File: src/rtl/dtpwm_pkg.sv
package dtpwm_pkg;
  localparam int DEAD_W = 4;

  // Control word: dead time in the low bits, lock in the top bit.
  typedef struct packed {
    logic              lock;
    logic              stop;
    logic              res7;
    logic              div2;
    logic [DEAD_W-1:0] dead;
  } ctrl_t;

  localparam int CTRL_W = $bits(ctrl_t);
  localparam ctrl_t CTRL_RST = '{lock: 1'b0, stop: 1'b1, res7: 1'b0,
                                 div2: 1'b0, dead: '0};
endpackage

File: src/rtl/dtpwm_regs.sv
module dtpwm_regs
  import dtpwm_pkg::*;
#(
  parameter int CNT_W = 8
) (
  input  logic              clk,
  input  logic              rst_n,
  input  logic              wr_en,
  input  logic              wr_addr,
  input  logic [CTRL_W-1:0] wr_data,
  input  logic              boundary,
  output ctrl_t             ctrl,
  output logic [CNT_W-1:0]  pw_act
);
  logic [CNT_W-1:0] pw_nxt;
  ctrl_t            wr_ctrl;

  assign wr_ctrl = ctrl_t'(wr_data);

  always_ff @(posedge clk) begin
    if (!rst_n) begin
      ctrl   <= CTRL_RST;
      pw_nxt <= '0;
      pw_act <= '0;
    end else begin
      if (wr_en && !wr_addr) begin
        if (ctrl.lock) ctrl.stop <= wr_ctrl.stop;
        else           ctrl      <= wr_ctrl;
      end
      if (wr_en && wr_addr) pw_nxt <= wr_data[CNT_W-1:0];
      if (boundary) pw_act <= pw_nxt;
    end
  end
endmodule

File: src/rtl/dtpwm_timebase.sv
module dtpwm_timebase #(
  parameter int CNT_W = 8
) (
  input  logic             clk,
  input  logic             rst_n,
  input  logic             div2,
  input  logic             res7,
  output logic [CNT_W-1:0] cnt,
  output logic             boundary
);
  localparam logic [CNT_W-1:0] LAST_FULL = '1;
  localparam logic [CNT_W-1:0] LAST_HALF = LAST_FULL >> 1;

  logic             ph;
  logic             tick;
  logic [CNT_W-1:0] last;

  assign tick     = !div2 || ph;
  assign last     = res7 ? LAST_HALF : LAST_FULL;
  assign boundary = tick && (cnt >= last);

  always_ff @(posedge clk) begin
    if (!rst_n) begin
      ph  <= 1'b0;
      cnt <= '0;
    end else begin
      ph <= ~ph;
      if (tick) cnt <= boundary ? '0 : cnt + 1'b1;
    end
  end
endmodule

File: src/rtl/dtpwm_outstage.sv
module dtpwm_outstage
  import dtpwm_pkg::*;
#(
  parameter int CNT_W = 8
) (
  input  logic              clk,
  input  logic              rst_n,
  input  logic [CNT_W-1:0]  cnt,
  input  logic [CNT_W-1:0]  pw_act,
  input  logic [DEAD_W-1:0] dead,
  input  logic              stop,
  input  logic              dis_n,
  input  logic              boundary,
  output logic              run,
  output logic              out_hi,
  output logic              out_lo
);
  logic              raw, raw_q, start_q, drive_ok;
  logic [DEAD_W-1:0] dt;

  assign raw = cnt < pw_act;

  always_ff @(posedge clk) begin
    if (!rst_n) begin
      raw_q   <= 1'b0;
      start_q <= 1'b0;
      dt      <= '0;
      run     <= 1'b0;
    end else begin
      raw_q   <= raw;
      start_q <= boundary;
      if (raw != raw_q)  dt <= dead;
      else if (dt != '0) dt <= dt - 1'b1;
      if (stop || !dis_n) run <= 1'b0;
      else if (start_q)   run <= 1'b1;
    end
  end

  assign drive_ok = run && !stop && dis_n && (dt == '0);
  assign out_hi   = drive_ok && raw_q;
  assign out_lo   = drive_ok && !raw_q;
endmodule

File: src/rtl/dtpwm_top.sv
module dtpwm_top
  import dtpwm_pkg::*;
#(
  parameter int CNT_W = 8
) (
  input  logic              clk,
  input  logic              rst_n,
  input  logic              wr_en,
  input  logic              wr_addr,
  input  logic [CTRL_W-1:0] wr_data,
  input  logic              dis_n,
  output logic              out_hi,
  output logic              out_lo
);
  ctrl_t            ctrl_q;
  logic [CNT_W-1:0] pw_act;
  logic [CNT_W-1:0] cnt;
  logic             boundary;
  logic             run;

  dtpwm_regs #(.CNT_W(CNT_W)) u_regs (
    .clk(clk), .rst_n(rst_n), .wr_en(wr_en), .wr_addr(wr_addr),
    .wr_data(wr_data), .boundary(boundary), .ctrl(ctrl_q), .pw_act(pw_act)
  );

  dtpwm_timebase #(.CNT_W(CNT_W)) u_tb (
    .clk(clk), .rst_n(rst_n), .div2(ctrl_q.div2), .res7(ctrl_q.res7),
    .cnt(cnt), .boundary(boundary)
  );

  dtpwm_outstage #(.CNT_W(CNT_W)) u_out (
    .clk(clk), .rst_n(rst_n), .cnt(cnt), .pw_act(pw_act),
    .dead(ctrl_q.dead), .stop(ctrl_q.stop), .dis_n(dis_n),
    .boundary(boundary), .run(run), .out_hi(out_hi), .out_lo(out_lo)
  );
endmodule

File: config.mk
export PLATFORM = sky130hd
export DESIGN_NAME = dtpwm_top
export DESIGN_NICKNAME = d
export VERILOG_FILES = /design/src/rtl/dtpwm_pkg.sv /design/src/rtl/dtpwm_regs.sv /design/src/rtl/dtpwm_timebase.sv /design/src/rtl/dtpwm_outstage.sv /design/src/rtl/dtpwm_top.sv
export SDC_FILE = /design/constraint.sdc
export NUM_CORES = 1
export LEC_CHECK = 0
export BUFFER_PORTS_ARGS = -buffer_cell sky130_fd_sc_hd__clkbuf_2
export CELL_PAD_IN_SITES_DETAIL_PLACEMENT = 0
export CELL_PAD_IN_SITES_GLOBAL_PLACEMENT = 2
export CORE_ASPECT_RATIO = 0.9
export CORE_MARGIN = 3
export CORE_UTILIZATION = 37
export DETAILED_ROUTE_END_ITERATION = 6
export MAX_ROUTING_LAYER = met4
export PLACE_DENSITY_LB_ADDON = 0.1
export SLEW_MARGIN = 20
export SYNTH_ARGS = -nofsm -noshare
export SYNTH_HDL_FRONTEND = slang
export SYNTH_HIERARCHICAL = 1
export SYNTH_SLANG_ARGS = --single-unit
File: constraint.sdc
create_clock -name clk -period 1.8 [get_ports clk]
set_input_delay 0 -clock clk [delete_from_list [all_inputs] [get_ports clk]]
set_output_delay 0 -clock clk [all_outputs]
set_load 0.02 [all_outputs]
* Yosys cells after proc, flatten, opt, wreduce, memory -nomap -nowiden
Index checks and enable logic that the tools add are counted.
** Operators by class
- Add/subtract/negate cells :: 2
- Order comparisons :: 2
- Equal/unequal tests :: 1
- Multiplexer cells :: 5
- Bitwise operators :: 3
- Reductions and logical operators :: 20
** Operators with widths (number)
- $mux W8 :: 2
- $add A8 B1 Y8 const B :: 1
- $ge A8 B8 Y1 :: 1
- $logic_and A1 B1 Y1 :: 8
- $lt A8 B8 Y1 :: 1
- $mux W4 :: 2
- $logic_not A1 Y1 :: 5
- $logic_not A4 Y1 :: 1
- $reduce_bool A4 Y1 :: 1
- $sub A4 B1 Y4 const B :: 1
- $not A1 Y1 :: 3
- $logic_or A1 B1 Y1 :: 2
- $reduce_and A2 Y1 :: 1
- $reduce_bool A2 Y1 :: 1
- $reduce_or A2 Y1 :: 1
- $mux W1 :: 1
- $ne A1 B1 Y1 :: 1
** Storage, ports and cells
- Register bits after elaboration :: 40
- Bits of input ports :: 13
- Output and inout bits :: 2
- Logic and storage cells :: 46

* Logic depth before layout (Yosys ltp)
- Depth in word-level cells :: 5
- Gate-level depth with buffers :: 7
- Gate-level depth less buffers :: 7

* Modules after synthesis
Netlist, hierarchy kept.
** Modules (own cells, without submodules)
- dtpwm_regs :: instances 1, cells each 97, area an instance 957.2 um^2, sequential area each 480.5 um^2
- dtpwm_outstage :: instances 1, cells each 67, area an instance 581.8 um^2, sequential area each 140.1 um^2
- dtpwm_timebase :: instances 1, cells each 48, area an instance 452.9 um^2, sequential area each 180.2 um^2

* Worst setup path before layout
OpenSTA, ideal clock, no wires.
- Path type :: register -> register
- Start point :: register u_regs.pw_act[1]
- End point :: register u_out.dt[0]
- Library setup time :: 72 ps
- Arrival time :: 1555 ps
- Required time :: 1728 ps
- Slack :: 174 ps
- Stages on the path, launching flop included :: 7
- Path buffers :: 0
- Period minus slack after synthesis :: 1626 ps
- Cell sequence :: dfxtp_1 > inv_1 > ha_1 > a2111oi_4 > o41ai_4 > xnor2_2 > mux2i_1
** Between the ends
- Cells in the longest elaborated chain, start to end :: 3
- Elaborated cells on any way between the ends :: 4
- Classes of those cells :: order compare (1); eq/ne (1); mux (1); reduce/logical (1)
** Ends and longest elaborated chain
- start, declared :: line dtpwm_regs.sv:13 : output logic [CNT_W-1:0] pw_act
- start signal, assigned :: line dtpwm_regs.sv:31 : if (boundary) pw_act <= pw_nxt;
- $lt A8 B8 Y1 (*) :: line dtpwm_outstage.sv:21 : assign raw = cnt < pw_act;
- $ne A1 B1 Y1 (*) :: line dtpwm_outstage.sv:32 : if (raw != raw_q) dt <= dead;
- $mux W4 / $reduce_bool A2 Y1 (equally long branches)
- end signal, assigned :: line dtpwm_outstage.sv:33 : else if (dt != '0) dt <= dt - 1'b1;
- end, declared :: line dtpwm_outstage.sv:19 : logic [DEAD_W-1:0] dt;
Mark *: on every way between the ends. The rest lies on a longest branch, timed or not.
A chain may end at the register's enable or synchronous reset.

* Worst setup path after layout
- Start point :: register u_tb.cnt[2]
- End point :: register u_out.dt[1]
** Between the ends
- Cells in the longest elaborated chain, start to end :: 3
- Elaborated cells on any way between the ends :: 4
- Classes of those cells :: order compare (1); eq/ne (1); mux (1); reduce/logical (1)
** Ends and longest elaborated chain
- start, declared :: line dtpwm_timebase.sv:8 : output logic [CNT_W-1:0] cnt,
- start signal, assigned :: line dtpwm_timebase.sv:28 : if (tick) cnt <= boundary ? '0 : cnt + 1'b1;
- $lt A8 B8 Y1 (*) :: line dtpwm_outstage.sv:21
- $ne A1 B1 Y1 (*) :: line dtpwm_outstage.sv:32
- $mux W4 / $reduce_bool A2 Y1 (equally long branches)
Marks and branches as above.

==> impl_metrics.env <==
export IMPL_antenna_found_initial=0
export IMPL_clockBufferDepth=2
export IMPL_maxCapViolCount=0
export IMPL_synthFlopType="dfxtp_1"
export IMPL_drtAntennaViolNets=0
export IMPL_numCtsBuffers=5
export IMPL_final_nets=266
export IMPL_skew_ps=7.40
export IMPL_wl_per_cell_um=13.8
export IMPL_hold_class="in2reg"
export IMPL_initial_utilization_pct=39.7
export IMPL_synth_edff_count=0
export IMPL_max_freq_ghz=0.555
export IMPL_track_usage_pct=14.4
export IMPL_synth_nets=236
export IMPL_relSlewSlack_pct=68.7
export IMPL_hold_viol_final=0
export IMPL_drive_above_1_share_pct=29.2
export IMPL_vias=1491
export IMPL_syn_to_final_growth_pct=26.3
export IMPL_post_route_min_period_ps=1800
export IMPL_final_cell_mix="31 x dfxtp_1, 28 x nand2_1, 17 x nor2_1, 17 x mux2i_1, 14 x clkbuf_2"
export IMPL_io_pins=15
export IMPL_clk_pin_slew_ps=80
export IMPL_grt_pass1_vias=1466
export IMPL_worstPathArrival_ps=2030
export IMPL_final_common_cell="dfxtp_1"
export IMPL_power_total_w=0.00227
export IMPL_clock_root_buffer="clkbuf_8"
export IMPL_chipHeight_um=75.6
export IMPL_hold_depth=2
export IMPL_grt_pass1_wl_mm=6.89
export IMPL_netlist_instances=212
export IMPL_wirelength_mm=4.26
export IMPL_first_pass_iters=4
export IMPL_fin_crit_sh_pct=100
export IMPL_holdWs_ps=47.2
export IMPL_rsz0062_at_grt="true"
export IMPL_r2r_cells=8
export IMPL_violations="setup timing"
export IMPL_clock_sinks=40
export IMPL_setup_ws_ps=-1.95
export IMPL_dp_cells=288
export IMPL_vias_per_cell=4.84
export IMPL_leakage_nw=0.952
export IMPL_crit_type="reg2reg"
export IMPL_grt_max_degree=21
export IMPL_ir_drop_v=0.000465
export IMPL_clkLatencyLatePin_ps=300
export IMPL_num_rows=24
export IMPL_end_kind="flip-flop"
export IMPL_worstPathRequired_ps=2030
export IMPL_status="finished with violations"
export IMPL_drc=0
export IMPL_htree_levels=2
export IMPL_gr_total_overflow=0
export IMPL_syn_cell_area_um2=1990
export IMPL_die_w_um=83.3
export IMPL_n_antenna_cell=0
export IMPL_place_ws_ps=-26.3
export IMPL_gp_congestion=0.900
export IMPL_io_buffer_count=14
export IMPL_setup_viol=3
export IMPL_async_flop_share_pct=0
export IMPL_layout_cells_non_filler=308
export IMPL_setup_tns_final_ps=-3.54
export IMPL_ys_seq_area_share_pct=40.2
export IMPL_cts_tree="done"
export IMPL_p_per_area_nw_per_um2=901
export IMPL_worstSetupStartpointType="flip-flop"
export IMPL_core_area_um2=5010
export IMPL_yosys_register_bits=40
export IMPL_die_area_um2=6300
export IMPL_worst_pin_slew_ps=469
export IMPL_drv_slew=0
export IMPL_cp_max_fo=4
export IMPL_yosysWarnings=6
export IMPL_drt_iter0_markers=87
export IMPL_place_hpwl_mm=2.99
export IMPL_avgSynthCellArea_um2=9.40
export IMPL_synth_distinct_cells=44
[synth_stat cells (2+ instances only)]
cell | number | area (um2)
o21ai_0 | 2 | 10.0
a21bo_2 | 7 | 70.1
or3_1 | 2 | 12.5
buf_6 | 2 | 22.5
buf_2 | 4 | 20.0
inv_1 | 12 | 45.0
nand3b_1 | 2 | 15.0
xnor2_1 | 5 | 43.8
nand3_1 | 11 | 55.1
nand4_1 | 2 | 12.5
nand2b_1 | 2 | 12.5
mux2i_1 | 18 | 180
xor2_1 | 3 | 26.3
nor3_1 | 2 | 10.0
o21a_1 | 2 | 15.0
clkbuf_1 | 3 | 11.3
nor2_1 | 18 | 67.6
a21oi_1 | 11 | 55.1
dfxtp_1 | 40 | 801
nand2_1 | 29 | 109
a21boi_1 | 2 | 15.0
ha_1 | 11 | 138
[area by class of cell]
| cell class | instances | area [um2] |
|---|---|---|
| fillers | 467 | 2500 |
| multi-input cells | 150 | 1190 |
| flip-flops and latches | 40 | 817 |
| repair buffers | 32 | 259 |
| clock buffers | 6 | 82.6 |
| well taps | 65 | 81.3 |
| inverters | 13 | 48.8 |
| clock inverters | 2 | 38.8 |
[critical path: stages (launching register included)]
cell     delay [ps]
dfxtp_1         370
ha_4            280
o21a_1          130
nor2_2           50
o41ai_4         300
buf_4           190
xnor2_2         110
buf_6           140
mux2i_1         170
[registers in the layout, indices dropped and copies added (netlist names)]
name,count
u_out/dt,4
u_out/raw_q,1
u_out/run,1
u_out/start_q,1
u_regs/ctrl,8
u_regs/pw_act,8
u_regs/pw_nxt,8
u_tb/cnt,8
u_tb/ph,1
[stage by stage]
step | instance area [um2] | util (%)
6_report | 2520 | 50.2
5_1_grt | 2520 | 50.2
4_1_cts | 2400 | 47.9
3_5_place_dp | 2150 | 42.8
3_3_place_gp | 2150 | 42.8
2_1_floorplan | 1990 | -
[what timing repair did]
item,in CTS,in global routing
setup endpoints to repair,4,12
buffers inserted,2,1
endpoints found under the hold margin,15,0
resized for setup,11,16
hold buffers,8,0
gates cloned,0,1
pin swaps,6,7
[worst paths after layout]
kind / start / endpoint / slack [ps]
setup / recovery: u_tb/cnt[2] / u_out/dt[1] / -2
hold / removal: rst_n / u_tb/cnt[1] / 50
setup reg to reg: u_tb/cnt[2] / u_out/dt[1] / -2
hold reg to reg: u_regs/ctrl[1] / u_regs/ctrl[1] / 470
[report_power, final]
| group | switching (W) | internal, W | leakage [nW] |
|---|---|---|---|
| combinational | 0.000219 | 0.000264 | 0.559 |
| clock | 0.000335 | 0.000454 | 0.0614 |
| sequential | 0.0000512 | 0.000945 | 0.331 |
| total | 0.000605 | 0.00166 | 0.952 |
[cell families (layout without fill, tap and decap cells)]
group	Yosys count	count (layout)	share of synthesized area, %
mux	18	18	9.05
simple gates	83	83	22.0
xor+xnor	9	9	4.33
fa+ha+maj	11	11	6.91
compound gates	29	29	12.4
buf+inv	22	53	5.15
flops	40	40	40.2
[routing by layer]
metal | global-route usage, % | share of wire (%)
met1 | 17.7 | 50
met2 | 23.5 | 45
met3 | 3.68 | 3.8
met4 | 4.90 | 1.2
met5 | - | 0
(Power assumes the default switching activity.)
